### config.mk
export PLATFORM = sky130hd
export DESIGN_NAME = ctc_quad
export DESIGN_NICKNAME = d
export VERILOG_FILES = /design/src/rtl/ctc_quad_pkg.sv /design/src/rtl/ctc_quad_chan.sv /design/src/rtl/ctc_quad_prio.sv /design/src/rtl/ctc_quad.sv
export SDC_FILE = /design/constraint.sdc
export NUM_CORES = 1
export LEC_CHECK = 0
export BUFFER_PORTS_ARGS = -buffer_cell sky130_fd_sc_hd__buf_4
export CAP_MARGIN = 15
export CORE_MARGIN = 1.5
export CORE_UTILIZATION = 40
export DETAILED_ROUTE_END_ITERATION = 8
export PLACE_DENSITY = 0.64
export SLEW_MARGIN = 20
export SYNTH_ARGS = -nofsm -noshare
export SYNTH_HDL_FRONTEND = slang
export SYNTH_SLANG_ARGS = --single-unit
export TNS_END_PERCENT = 100
### constraint.sdc
create_clock -name clk_i -period 3.65 [get_ports clk_i]
set_input_delay 1.095 -clock clk_i [delete_from_list [all_inputs] [get_ports clk_i]]
set_output_delay 1.095 -clock clk_i [all_outputs]
set_load 0.01 [all_outputs]
### src/rtl/ctc_quad_pkg.sv
package ctc_quad_pkg;
  typedef struct packed {
    logic ie;
    logic cnt_mode;
    logic ps_big;
    logic rise;
    logic trg_start;
  } chan_cfg_t;

  localparam int CB_CTRL = 0;
  localparam int CB_STOP = 1;
  localparam int CB_TCF  = 2;
  localparam int CB_TRG  = 3;
  localparam int CB_EDGE = 4;
  localparam int CB_PS   = 5;
  localparam int CB_MODE = 6;
  localparam int CB_IE   = 7;
endpackage

### src/rtl/ctc_quad_chan.sv
module ctc_quad_chan
  import ctc_quad_pkg::*;
#(
  parameter int W      = 8,
  parameter int PS_LO  = 16,
  parameter int PS_HI  = 256,
  parameter bit HAS_ZC = 1'b1
) (
  input  logic         clk_i,
  input  logic         rst_ni,
  input  logic         wr_i,
  input  logic [W-1:0] wdata_i,
  input  logic         trg_i,
  input  logic         clr_i,
  output logic [W-1:0] cnt_o,
  output logic         zc_o,
  output logic         pend_o,
  output logic         wait_tc_o
);
  localparam int PSW = $clog2(PS_HI);

  chan_cfg_t      cfg_q;
  logic [W-1:0]   tc_q, cnt_q;
  logic [PSW-1:0] ps_q;
  logic           run_q, wtc_q, wtrg_q, trg_q, pend_q;
  logic           edge_hit, ps_wrap, tick, zero, tc_wr, ctrl_wr;

  assign edge_hit = cfg_q.rise ? (trg_i & ~trg_q) : (~trg_i & trg_q);
  assign ps_wrap  = ps_q == (cfg_q.ps_big ? PSW'(PS_HI - 1) : PSW'(PS_LO - 1));
  assign tick     = run_q & (cfg_q.cnt_mode ? edge_hit : ps_wrap);
  assign zero     = tick & (cnt_q == W'(1));
  assign tc_wr    = wr_i & wtc_q;
  assign ctrl_wr  = wr_i & ~wtc_q & wdata_i[CB_CTRL];

  always_ff @(posedge clk_i or negedge rst_ni) begin
    if (!rst_ni) begin
      cfg_q  <= '0;
      tc_q   <= '0;
      cnt_q  <= '0;
      ps_q   <= '0;
      run_q  <= 1'b0;
      wtc_q  <= 1'b0;
      wtrg_q <= 1'b0;
      trg_q  <= 1'b0;
      pend_q <= 1'b0;
    end else begin
      trg_q <= trg_i;
      if (run_q && !cfg_q.cnt_mode) ps_q <= ps_wrap ? '0 : ps_q + 1'b1;
      if (tick) cnt_q <= zero ? tc_q : cnt_q - 1'b1;
      if (wtrg_q && edge_hit) begin
        run_q  <= 1'b1;
        wtrg_q <= 1'b0;
        ps_q   <= '0;
      end
      if (zero && cfg_q.ie) pend_q <= 1'b1;
      else if (clr_i)       pend_q <= 1'b0;
      // later assignments override the counting path
      if (tc_wr) begin
        tc_q  <= wdata_i;
        cnt_q <= wdata_i;
        ps_q  <= '0;
        wtc_q <= 1'b0;
        if (!cfg_q.cnt_mode && cfg_q.trg_start) begin
          wtrg_q <= 1'b1;
          run_q  <= 1'b0;
        end else begin
          wtrg_q <= 1'b0;
          run_q  <= 1'b1;
        end
      end else if (ctrl_wr) begin
        cfg_q <= '{ie:        wdata_i[CB_IE],
                   cnt_mode:  wdata_i[CB_MODE],
                   ps_big:    wdata_i[CB_PS],
                   rise:      wdata_i[CB_EDGE],
                   trg_start: wdata_i[CB_TRG]};
        if (wdata_i[CB_STOP]) begin
          run_q  <= 1'b0;
          wtrg_q <= 1'b0;
        end
        if (wdata_i[CB_TCF]) wtc_q <= 1'b1;
        if (!wdata_i[CB_IE]) pend_q <= 1'b0;
      end
    end
  end

  generate
    if (HAS_ZC) begin : g_zc
      logic zc_q;
      always_ff @(posedge clk_i or negedge rst_ni) begin
        if (!rst_ni) zc_q <= 1'b0;
        else         zc_q <= zero;
      end
      assign zc_o = zc_q;

      AST_ZC_PULSE: assert property (@(posedge clk_i) disable iff (!rst_ni)
        zc_q |=> !zc_q);
    end else begin : g_nozc
      assign zc_o = 1'b0;
    end
  endgenerate

  assign cnt_o     = cnt_q;
  assign pend_o    = pend_q;
  assign wait_tc_o = wtc_q;

  AST_RELOAD: assert property (@(posedge clk_i) disable iff (!rst_ni)
    zero |=> cnt_q == tc_q);
  AST_STOP_HOLD: assert property (@(posedge clk_i) disable iff (!rst_ni)
    (!run_q && !wr_i) |=> $stable(cnt_q));
  AST_TC_LOAD: assert property (@(posedge clk_i) disable iff (!rst_ni)
    (wr_i && wtc_q) |=> cnt_q == $past(wdata_i));
  AST_PEND_STICKY: assert property (@(posedge clk_i) disable iff (!rst_ni)
    (pend_q && !clr_i && !wr_i) |=> pend_q);
endmodule

### src/rtl/ctc_quad_prio.sv
module ctc_quad_prio #(
  parameter int NCH = 4,
  parameter int IW  = $clog2(NCH)
) (
  input  logic           clk_i,
  input  logic           rst_ni,
  input  logic [NCH-1:0] pend_i,
  input  logic           iei_i,
  output logic [NCH-1:0] grant_o,
  output logic [IW-1:0]  idx_o,
  output logic           int_o,
  output logic           ieo_o
);
  logic any;

  always_comb begin
    idx_o = '0;
    for (int i = NCH - 1; i >= 0; i--) begin
      if (pend_i[i]) idx_o = IW'(i);
    end
  end

  assign any     = |pend_i;
  assign grant_o = any ? (NCH'(1) << idx_o) : '0;
  assign int_o   = iei_i & any;
  assign ieo_o   = iei_i & ~any;

  AST_VEC_PENDING: assert property (@(posedge clk_i) disable iff (!rst_ni)
    int_o |-> pend_i[idx_o]);
endmodule

### src/rtl/ctc_quad.sv
module ctc_quad
  import ctc_quad_pkg::*;
#(
  parameter int NCH   = 4,
  parameter int NZC   = 3,
  parameter int W     = 8,
  parameter int PS_LO = 16,
  parameter int PS_HI = 256,
  parameter int SW    = $clog2(NCH)
) (
  input  logic           clk_i,
  input  logic           rst_ni,
  input  logic           ce_i,
  input  logic [SW-1:0]  sel_i,
  input  logic           wr_i,
  input  logic           rd_i,
  input  logic [W-1:0]   wdata_i,
  output logic [W-1:0]   rdata_o,
  input  logic [NCH-1:0] trg_i,
  output logic [NZC-1:0] zc_o,
  input  logic           iei_i,
  input  logic           clr_i,
  output logic           int_o,
  output logic           ieo_o,
  output logic [W-1:0]   vec_o
);
  localparam int VBW = W - SW - 1;

  logic [W-1:0]   cnt [NCH];
  logic [NCH-1:0] zc_all, pend, grant, wtc;
  logic [SW-1:0]  idx;
  logic [VBW-1:0] base_q;
  logic           unused_zc;

  generate
    for (genvar i = 0; i < NCH; i++) begin : g_ch
      ctc_quad_chan #(
        .W(W), .PS_LO(PS_LO), .PS_HI(PS_HI), .HAS_ZC(i < NZC)
      ) u_chan (
        .clk_i    (clk_i),
        .rst_ni   (rst_ni),
        .wr_i     (ce_i & wr_i & (sel_i == SW'(i))),
        .wdata_i  (wdata_i),
        .trg_i    (trg_i[i]),
        .clr_i    (clr_i & grant[i]),
        .cnt_o    (cnt[i]),
        .zc_o     (zc_all[i]),
        .pend_o   (pend[i]),
        .wait_tc_o(wtc[i])
      );
    end
  endgenerate

  assign zc_o      = zc_all[NZC-1:0];
  assign unused_zc = |zc_all[NCH-1:NZC];

  ctc_quad_prio #(.NCH(NCH), .IW(SW)) u_prio (
    .clk_i  (clk_i),
    .rst_ni (rst_ni),
    .pend_i (pend),
    .iei_i  (iei_i),
    .grant_o(grant),
    .idx_o  (idx),
    .int_o  (int_o),
    .ieo_o  (ieo_o)
  );

  always_ff @(posedge clk_i or negedge rst_ni) begin
    if (!rst_ni) base_q <= '0;
    else if (ce_i && wr_i && sel_i == '0 && !wdata_i[CB_CTRL] && !wtc[0])
      base_q <= wdata_i[W-1:SW+1];
  end

  assign vec_o   = {base_q, idx, 1'b0};
  assign rdata_o = (ce_i && rd_i) ? cnt[sel_i] : '0;

  AST_BASE_HOLD: assert property (@(posedge clk_i) disable iff (!rst_ni)
    (ce_i && wr_i && sel_i != '0) |=> $stable(base_q));
endmodule

; After elaboration in Yosys (flattened, before gate mapping)
; Index checks and enable logic that the tools add are counted.
; Widths: inputs -> output; s select.
[classes]
addsub = 8
n_lt_le_gt_ge = 1
n_eq_ne = 11
n_shift = 1
muxes = 118
bitwise_logic = 57
reduce_logical = 53
[op_table]
columns = operator, count
row1 = $mux 8, 35
row2 = $mux 1, 77
row3 = $and 1x1->1, 39
row4 = $add 8x1->8 const B, 4
row5 = $eq 8x1->1 const B, 4
row6 = $eq 8x8->1, 4
row7 = $sub 8x1->8 const B, 4
row8 = $reduce_bool 2->1, 12
row9 = $logic_and 1x1->1, 21
row10 = $not 1->1, 17
row11 = $bmux 8 s2, 1
row12 = $reduce_and 2->1, 8
row13 = $reduce_bool 3->1, 4
row14 = $mux 2, 4
row15 = $logic_not 1->1, 6
row16 = $eq 2x2->1 const B, 2
row17 = $mux 4, 1
row18 = $reduce_or 4->1, 1
row19 = $shl 1x2->4 const A, 1
row20 = $ge 3x3->1 const B, 1
row21 = $not 2->3, 1
row22 = $eq 2x1->1 const B, 1
row23 = $logic_not 2->1, 1
[word_totals]
reg_bits = 144
in_bits = 21
out_inout_bits = 21
elab_cells = 305

; Depth between registers and ports, before layout
; Gate-level depths: netlist of the first run.
[depth]
ltp_word = 12
ltp_mapped = 8
mapped_depth_nobuf = 7

; Hierarchy
; A second synthesis of the first run with hierarchy kept.
[hier_totals]
hier_cells = 837
hier_area_um2 = 7870.0
[by_module_without_submodules]
columns = module, n_inst, cells_per_inst, area_each_um2, seq_area_each_um2
row1 = ctc_quad_chan (g_ch[0].u_chan ...), 3, 193, 1800.5, 875.8
row2 = ctc_quad_chan (g_ch[3].u_chan), 1, 204, 1855.5, 850.8
row3 = ctc_quad, 1, 42, 550.5, 125.1
row4 = ctc_quad_prio, 1, 12, 62.6, 0.0

; Worst setup path after synthesis of the first run
; Ideal clock, no wire load.
[synth_path]
path_type = input -> output
from = input sel_i[0]
to = output rdata_o[3]
arrival_ns = 2.601
required_time_ns = 2.555
path_slack_ns = -0.046
cell_stages = 4
n_path_buf = 2
path_cell_list = clkbuf_1 clkbuf_1 mux4_2 and3_1
[synth_between]
elab_chain_len = 5
[synth_lines]
columns = item, line_no
row1 = "start, declared", ctc_quad.sv:14  ; input logic [SW-1:0] sel_i,
row2 = $not 2->3 (not written as such), ctc_quad.sv:75  ; assign rdata_o = (ce_i && rd_i) ? cnt[sel_i] : '0;
row3 = $bmux 8 s2, ctc_quad.sv:75
row4 = $mux 8 (not written as such) (2 in a row), ctc_quad.sv:75
row5 = $mux 8, ctc_quad.sv:75
row6 = "end, declared", ctc_quad.sv:18  ; output logic [W-1:0] rdata_o,
; Every way passes these cells. The select of a mux whose other input is x is not followed.

; Worst setup path in the final report of the first run
; Ends and elaborated chain as after synthesis.

==> impl_summary.md, run 1 <==
Placed design
The final weighted congestion of routability-driven global placement is 0.8311. The placement-stage worst setup slack is ~290 ps. The instance area at placement is 0.008434 mm². The HPWL reported at the end of detailed placement is 13.85 mm. The number of port buffers is 40.

Route
For this run, design rule violations remaining after detail routing come to 0. The detail-routed via count per cell is 5.647. The routed wire length per instance is 17.74 µm.

The number of routed nets with antenna violations is 0. The final route contains 6,392 vias. The number of search-and-repair iterations in the first detailed-routing pass is 5. The routed wire length is 20.09 mm.

For this block, the initial DRC count from the detailed router was 595.

Critical path
The data arrival at the endpoint of the critical path is 2260 ps. Counting cells, the worst reg-to-reg path comes to 5. The data required time at the worst endpoint is 2550 ps. The endpoint of the most critical register-to-register path is g_ch[1].u_chan.cnt_o[7]$_DFFE_PN0P_.

The critical path is of the in -> out type. The capturing element type of the critical path is an output port. STA classifies the critical path startpoint as an input port. Of all nets on the critical path, the largest fanout is 22. The setup check on the worst reg-to-reg path leaves a slack of 1080 ps. The gate family responsible for the most delay along the worst path is multiplexers. The worst register-to-register path begins at g_ch[1].u_chan.cnt_o[2]$_DFFE_PN0P_. Walking the worst path, the cells encountered are buf_4 > mux4_2 > and3_1 > buf_4. The most prevalent standard cell on the critical path is sky130_fd_sc_hd__buf_4. The critical path buffer and inverter count is 2. On the worst path, the slowest cell contributes a delay of 540 ps. On the critical path, the stage with the largest delay is an instance of sky130_fd_sc_hd__mux4_2.

Power and ir drop
Of the total power, registers draw 0.445. The leakage power is 0.003976 µW. Of the total power, the share spent switching nets is 0.3596.

Cell internal power was estimated by the tool at 3971 µW. The clock network power share is 0.275. The switching component of the power is 2230 µW. For this design the ratio of total power to cell area is just under 700 mW/mm². Across the VDD grid, the largest voltage drop is ~0.36 mV.

Of the total power, combinational logic draws 0.279.

Floorplanning
The area of the core is 0.01896 mm². The number of placement rows is 50. For this configuration, the core starts out at a cell density of 0.4129. The boundary pin count is 42. The die covers roughly 0.020 mm².

The horizontal die dimension is roughly 140 µm. The die span in y is 142.9 µm.

STA
Measured against its own limit, the worst slew margin works out to 0.2710. Of the available clock period, the critical path in the final layout requires 0.9195. Timing would allow up to between 200 and 300 MHz. The final period demand of the worst path is 3356 ps. Across all hold checks on the routed design, the worst slack comes to 458.9 ps. Across all setup checks in the final design, the least slack found is just under 300 ps. For the pin with the worst max-slew slack, the measured transition is 1087 ps. The final count of hold timing violations is 0. Adding up every negative setup slack in the final design gives 0 ps. The count of endpoints failing setup in the final report is 0. Setup repair after global routing left no endpoint under its margin. The number of pins exceeding their max-slew limit in the final report came to 0. Across the routed clock network, the largest skew measured is 9.199 ps.

Clock network
The post-cts resize count is 0. The clock-pin slew on the worst setup and hold paths is 60 ps. The number of H-tree levels is 4. The TritonCTS clock tree is done. The clock passes through at most 2 buffers.

The insertion delay to the later sink of the worst-skew pair is 430 ps. Hold repair after CTS inserted 0 buffers. After clock tree synthesis, the setup repair step added 0 buffers.

Counting every sink on the clock net gives 144. The library cell used as clock root buffer is sky130_fd_sc_hd__clkbuf_16. The number of CTS-inserted buffers is 17.

Logic synthesis
Among all flip-flop cells after synthesis, the most frequent one is sky130_fd_sc_hd__dfrtp_1. Summing every instance area after synthesis gives about 0.0078 mm². The post-synth net total is around 850.

In the post-synthesis netlist, the biggest area contributors are sky130_fd_sc_hd__dfrtp_1 (46%), sky130_fd_sc_hd__nand2_1 (6.8%), sky130_fd_sc_hd__mux2_2 (4.0%). The most area-hungry cell type in the Yosys netlist is sky130_fd_sc_hd__dfrtp_1. The netlist uses 73 different library cells. The total number of yosys warnings is 0. In this run, synthesis produced a sequential element count of roughly 140. The number of standard cells after synthesis is approximately 800. Of the synthesized area, sequential elements account for 0.4604. The share of synthesized area in the top cell type comes to 0.4604. After synthesis, the mean cell area works out to 9.569 µm². Counting flops with an async set or reset pin after synthesis yields a share of 1.000. The number of enable-type register cells in the synthesized netlist is 0.

Final layout
The fill cell total of the finished layout is 1,799. In the final layout, the share of cells above drive strength 1 is 0.1697. The final instance area is 0.009004 mm². The antenna diode count is 0. The area growth from synthesis to layout is 15.03%. At the end of the flow, the number of nets in the layout was 893.

Global routing
The total routing usage reported by global routing is 0.2064. The number of antenna violations at the first check in global routing is 0. The global-route wire length before repair is between 30 and 40 mm. The number of global-route vias before repair is around 6,000.

The total grt overflow is 0. Entering global routing, the biggest net connects between 60 and 70 pins.

Run
The number of max-cap violations is 0.

Worst hold path
The number of cells on the worst hold path is 2. In this run the most critical hold path is launched from g_ch[3].u_chan.tc_q[4]$_DFFE_PN0P_. The path with the worst hold slack has its endpoint at g_ch[3].u_chan.tc_q[4]$_DFFE_PN0P_. In this run the worst hold path is classified as reg -> reg.

Run status
The flow ran to the end, and the final reports show no timing, DRC or antenna violations.
## area by class of cell
| cell class | count | area [µm²] | share of cell area |
|---|---|---|---|
| flip-flops and latches | 144 | 3603 | 0.4002 |
| clock inverters | 13 | 140.1 | 0.01556 |
| repair buffers | 61 | 474.2 | 0.05267 |
| multi-input cells | 610 | 3934 | 0.4369 |
| clock buffers | 18 | 429.2 | 0.04767 |
| well taps | 260 | 325.3 | 0.03613 |
| inverters | 26 | 97.59 | 0.01084 |
## power groups by stage
stage | Combinational, µW | Clock [µW] | Sequential [µW]
finish | 1730 | 1710 | 2760
global route | 1970 | 1810 | 2830
CTS | 1740 | 1740 | 2740
detailed placement | 1730 | 0 | 2760
global placement | 1690 | 0 | 2760
floorplan | 1390 | 0 | 2520
## Yosys cell counts (all sizes together), types with 6 or more instances
master    n
a21oi    29
nor3b    15
nor3     25
nor4     11
nand2   143
o22ai     8
a22o      6
o22a      7
xnor2    13
mux2     28
nand3    32
mux2i    12
or4      13
nor2b     6
nand4     7
inv      26
or3       8
a211oi    8
and3     20
xor2     10
dfrtp   144
clkbuf   28
mux4      8
nor2     54
o211ai   10
o21ai    36
buf      10
ha       12
## metrics by stage
| step | instances | power (µW) | util |
|---|---|---|---|
| floorplan | 818 | 3915 | - |
| global placement | 1101 | 4445 | 0.4450 |
| detailed placement | 1101 | 4487 | 0.4450 |
| CTS | 1132 | 6219 | 0.4750 |
| global route | 1132 | 6606 | 0.4750 |
| finish | 1132 | 6201 | 0.4750 |
## worst min-delay path: cells and delay by family, from the launching register on
kind             cells  cell delay (ps)
flip-flops           1              320
AND/OR/NAND/NOR      2              110
## kinds of logic after synthesis
family | after synthesis | share of synthesized area
DFF | 144 | 0.4604
buffers and inverters | 64 | 0.03708
AOI/OAI and AO/OA | 170 | 0.1552
xor gates and xnor gates | 23 | 0.02573
other | 1 | 0.0004791
muxes | 48 | 0.07864
adders and majority gates | 12 | 0.01918
and+or+nand+nor | 356 | 0.2233
## how the worst max path moves through the flow
stage | startpoint | end | slack (ps) | cells after the start
after global routing | sel_i[0] | rdata_o[3] | 250 | 4
after floorplan | sel_i[0] | rdata_o[3] | 160 | 4
after global placement | sel_i[0] | rdata_o[6] | 320 | 4
final | sel_i[0] | rdata_o[3] | 290 | 4
after detailed placement | sel_i[0] | rdata_o[3] | 290 | 4
after CTS | sel_i[0] | rdata_o[3] | 290 | 4
## routing by layer
metal  up-vias  global-route usage  share of wire
met2       212              0.3084           0.44
met3        21             0.05198          0.068
li1       3066                   -              -
met5         -                   0              0
met1      3093              0.2967           0.48
met4         0             0.05697          0.014
## sequential cells by signal, indices dropped and copies added, names as in the netlist, 5 cells and up
signal,flops
g_ch.u_chan.cfg_q,20
g_ch.u_chan.ps_q,32
base_q,5
g_ch.u_chan.tc_q,32
g_ch.u_chan.cnt_o,32
## layout by cell type (no fill, tap or decap), types with 6 or more instances in the layout
master / n
sky130_fd_sc_hd__dfrtp_1: 144
sky130_fd_sc_hd__nand2_1: 142
sky130_fd_sc_hd__buf_4: 59
sky130_fd_sc_hd__nor2_1: 54
sky130_fd_sc_hd__o21ai_0: 35
sky130_fd_sc_hd__nand3_1: 31
sky130_fd_sc_hd__a21oi_1: 29
sky130_fd_sc_hd__mux2_2: 28
sky130_fd_sc_hd__inv_1: 26
sky130_fd_sc_hd__nor3_1: 25
sky130_fd_sc_hd__and3_1: 19
sky130_fd_sc_hd__clkbuf_16: 17
sky130_fd_sc_hd__nor3b_1: 15
sky130_fd_sc_hd__xnor2_1: 13
sky130_fd_sc_hd__mux2i_1: 12
sky130_fd_sc_hd__ha_1: 12
sky130_fd_sc_hd__or4_1: 11
sky130_fd_sc_hd__xor2_1: 10
sky130_fd_sc_hd__o211ai_1: 10
sky130_fd_sc_hd__nor4_1: 9
sky130_fd_sc_hd__o22ai_1: 8
sky130_fd_sc_hd__mux4_2: 8
sky130_fd_sc_hd__a211oi_1: 8
sky130_fd_sc_hd__or3_1: 8
sky130_fd_sc_hd__nand4_1: 7
sky130_fd_sc_hd__nor2b_1: 6
sky130_fd_sc_hd__o22a_1: 6
sky130_fd_sc_hd__a22o_1: 6
Power figures use the tool's default switching activity.
==> run 2, diff against run 1 <==
==> constraint.sdc (replaced) <==
create_clock -name clk_i -period 3.65 [get_ports clk_i]
set_input_delay 1.095 -clock clk_i [delete_from_list [all_inputs] [get_ports clk_i]]
set_output_delay 1.095 -clock clk_i [all_outputs]
set_load 0.1 [all_outputs]
==> impl_summary.md, run 2 (synthesis gave the netlist of run 1 again) <==
Run status
The run finished with clean final reports.

Critical path
The origin of the critical flop-to-flop path is g_ch[1].u_chan.cnt_o[2]$_DFFE_PN0P_. The cell with the largest stage delay on the worst path is sky130_fd_sc_hd__mux4_2. The endpoint of the most critical register-to-register path is g_ch[1].u_chan.cnt_o[4]$_DFFE_PN0P_. Walking the worst path, the cells encountered are buf_4 > mux4_2 > and3_2 > buf_4. The number of cells traversed by the worst register-to-register path is 6 (+1). The data arrival at the endpoint of the critical path is 2360 ps (+100 ps). The reg-to-reg setup timing slack is 1120 ps (+40 ps). STA classifies the critical path startpoint as an input port. In this design, the critical path's most frequently occurring cell is sky130_fd_sc_hd__buf_4.

The largest fanout on the critical path is 22 (unchanged). The stage delay of the slowest cell on the critical path is 550 ps (about the same). The class of the most critical setup path is in -> out. The data required time at the worst endpoint is 2550 ps (about the same). The worst setup path is captured at an output port.

Run
The number of max-cap violations was 0 (unchanged).

STA
The worst slew margin relative to its limit is 0.3051 (+0.03417). The achievable frequency was 289.4 MHz (-2.9%). The transition at the pin with the smallest max-transition slack is 1036 ps (-50.94 ps).

The final worst setup slack came to 194.4 ps (-99.59 ps). The final sum of negative setup slack was 0 ps (unchanged). The smallest hold slack was 464.8 ps (+5.906 ps). The portion of the clock cycle consumed by the worst path in the final layout was 0.9467 (+0.02728).

The number of pins exceeding their max-slew limit in the final report is 0 (unchanged). The final count of hold timing violations was 0 (unchanged). The worst clock skew on the final layout came to 7.614 ps (-1.585 ps).

Setup repair after global routing left no endpoint under its margin. The count of endpoints failing setup in the final report came to 0 (unchanged). The final period demand of the worst path is 3456 ps (+99.59 ps).

Global routing
The pin count of the biggest net entering global routing is 65 (-4.4%). The number of antenna violations at the first check in global routing was 0 (unchanged). The total routing usage reported by global routing was 0.2073 (+0.0008430). The number of global-route vias before repair is 6,111 (+1.2%). The met1 usage in global routing is 0.3001 (+0.003421). The fraction of met3 tracks used by global routing came to 0.04292 (-0.009054). The global routing met2 resource utilization is 0.3132 (+0.004854). The total grt overflow is 0 (unchanged).

The busiest layer in global routing is met2. The global-route wire length before repair is 32.53 mm (+0.17%).

Clock network
The post-cts hold buffer count is 0 (unchanged). The insertion delay to the later sink of the worst-skew pair is 420 ps (about the same). The clock-pin slew on the worst setup and hold paths is 60 ps (about the same). The deepest clock path buffer count was 2 (unchanged). The post-CTS setup repair buffer count is 0 (unchanged). TritonCTS built the clock tree. The library cell used as clock root buffer is sky130_fd_sc_hd__clkbuf_16. The number of clock sinks seen by CTS is 144 (unchanged). The number of H-tree levels is 4 (unchanged).

The post-cts resize count is 0 (unchanged). The number of CTS-inserted buffers is 17 (unchanged).

Power and ir drop
The clock network power share came to 0.269 (-0.006). The ratio of total power to cell area is 708.9 mW/mm² (+2.9%). The internal portion of total power was 3985 µW (+0.34%). The maximum vdd ir drop was 0.3543 mV (-0.70%). The combinational fraction of design power is 0.300 (+0.021). The sequential power share is 0.431 (-0.014). The switching fraction of total power was 0.3762 (+0.01657). The leakage power came to 0.003969 µW (-0.19%). The switching component of the power is 2403 µW (+7.8%).

Route
The routed wire length per instance is 17.72 µm (-0.12%). The routed wire length is 20.05 mm (-0.21%). The number of search-and-repair iterations in the first detailed-routing pass was 7 (+2).

The total via count in the routed design is 6,441 (+0.77%). The residual DRC count came to 0 (unchanged). The number of routed nets with antenna violations came to 0 (unchanged).

The number of DRC markers in iteration 0 was 502 (-16%). The detail-routed via count per cell is 5.695 (+0.86%).

Worst hold path
The class of the tightest hold or removal check is reg -> reg. The number of cells on the worst hold path is 2 (unchanged). The worst-case hold path end point is g_ch[2].u_chan.tc_q[4]$_DFFE_PN0P_. In this run the most critical hold path is launched from g_ch[2].u_chan.tc_q[4]$_DFFE_PN0P_.

Final layout
The most common cell after layout, fill and taps aside is sky130_fd_sc_hd__dfrtp_1. The top cell types in the final layout, fill and taps aside, are sky130_fd_sc_hd__dfrtp_1 (144), sky130_fd_sc_hd__nand2_1 (142), sky130_fd_sc_hd__buf_4 (57). The final standard cell count with taps included and fillers excluded is 1,131 (-0.088%).

The final instance area is 0.009011 mm² (about the same). The share of layout cells above drive strength 1 came to 0.1780 (+0.008232). The post-synthesis to final-layout area growth came to 15.12% (about the same). The antenna diode count is 0 (unchanged).

The net count of the finished layout is 891 (-0.22%).

Placed design
The number of port buffers is 40 (unchanged). The placement-stage worst setup slack was 189.8 ps (-99.67 ps). The final weighted congestion of routability-driven global placement was 0.8415 (+1.3%). The total instance count after detailed placement is 1,099 (-0.18%). The HPWL reported at the end of detailed placement is 13.65 mm (-1.5%).

The instance area at placement is 0.008429 mm² (about the same).

Floorplanning
The die area is 0.02042 mm² (unchanged). The area of the core is 0.01896 mm² (unchanged). The starting density of the core was 0.4129 (unchanged). The number of placement rows is 50 (unchanged). The horizontal die dimension is 142.9 µm (unchanged). The boundary pin count came to 42 (unchanged). The die span in y is 142.9 µm (unchanged).
## run 2: worst max-delay path, delay by kind of cell
kind,cells,cell delay (ps)
buffers and inverters,2,480
AND/OR/NAND/NOR,1,220
multiplexers,1,550
## run 2: power by group through the flow
stage	registers [µW]	logic [µW]	clock network [µW]
floorplan	2610	1500	0
global placement	2760	1860	0
detailed placement	2750	1910	0
CTS	2740	1920	1760
global route	2830	2160	1830
finish	2750	1910	1720
## run 2: per-layer routing
| metal | share of wire | routed length [µm] |
|---|---|---|
| met1 | 0.48 | 9633 |
| met2 | 0.45 | 8968 |
| met3 | 0.056 | 1123 |
| met4 | 0.016 | 319 |
| met5 | 0 | 0 |
## run 2: layout make-up
class | count | area, µm²
Clock buffer | 19 | 442.9
Clock inverter | 13 | 138.9
Fill cell | 1800 | 9945
Inverter | 26 | 97.59
Multi-Input combinational cell | 610 | 3944
Sequential cell | 144 | 3603
Tap cell | 260 | 325.3
Timing Repair Buffer | 59 | 459.2
## run 2: worst max-delay path by stage
stage	from	end	cells after the start	slack [ps]
2_1_floorplan	iei_i	int_o	1	6
3_3_place_gp	sel_i[0]	rdata_o[7]	4	210
3_5_place_dp	sel_i[0]	rdata_o[5]	4	190
4_1_cts	sel_i[0]	rdata_o[5]	4	190
5_1_grt	sel_i[0]	rdata_o[5]	4	140
6_report	sel_i[0]	rdata_o[5]	4	190
## run 2: stage by stage
step           power (µW)    util
4_1_cts              6415  0.4754
3_5_place_dp         4659  0.4447
3_3_place_gp         4622  0.4447
2_1_floorplan        4109       -
6_report             6388  0.4754
5_1_grt              6815  0.4754
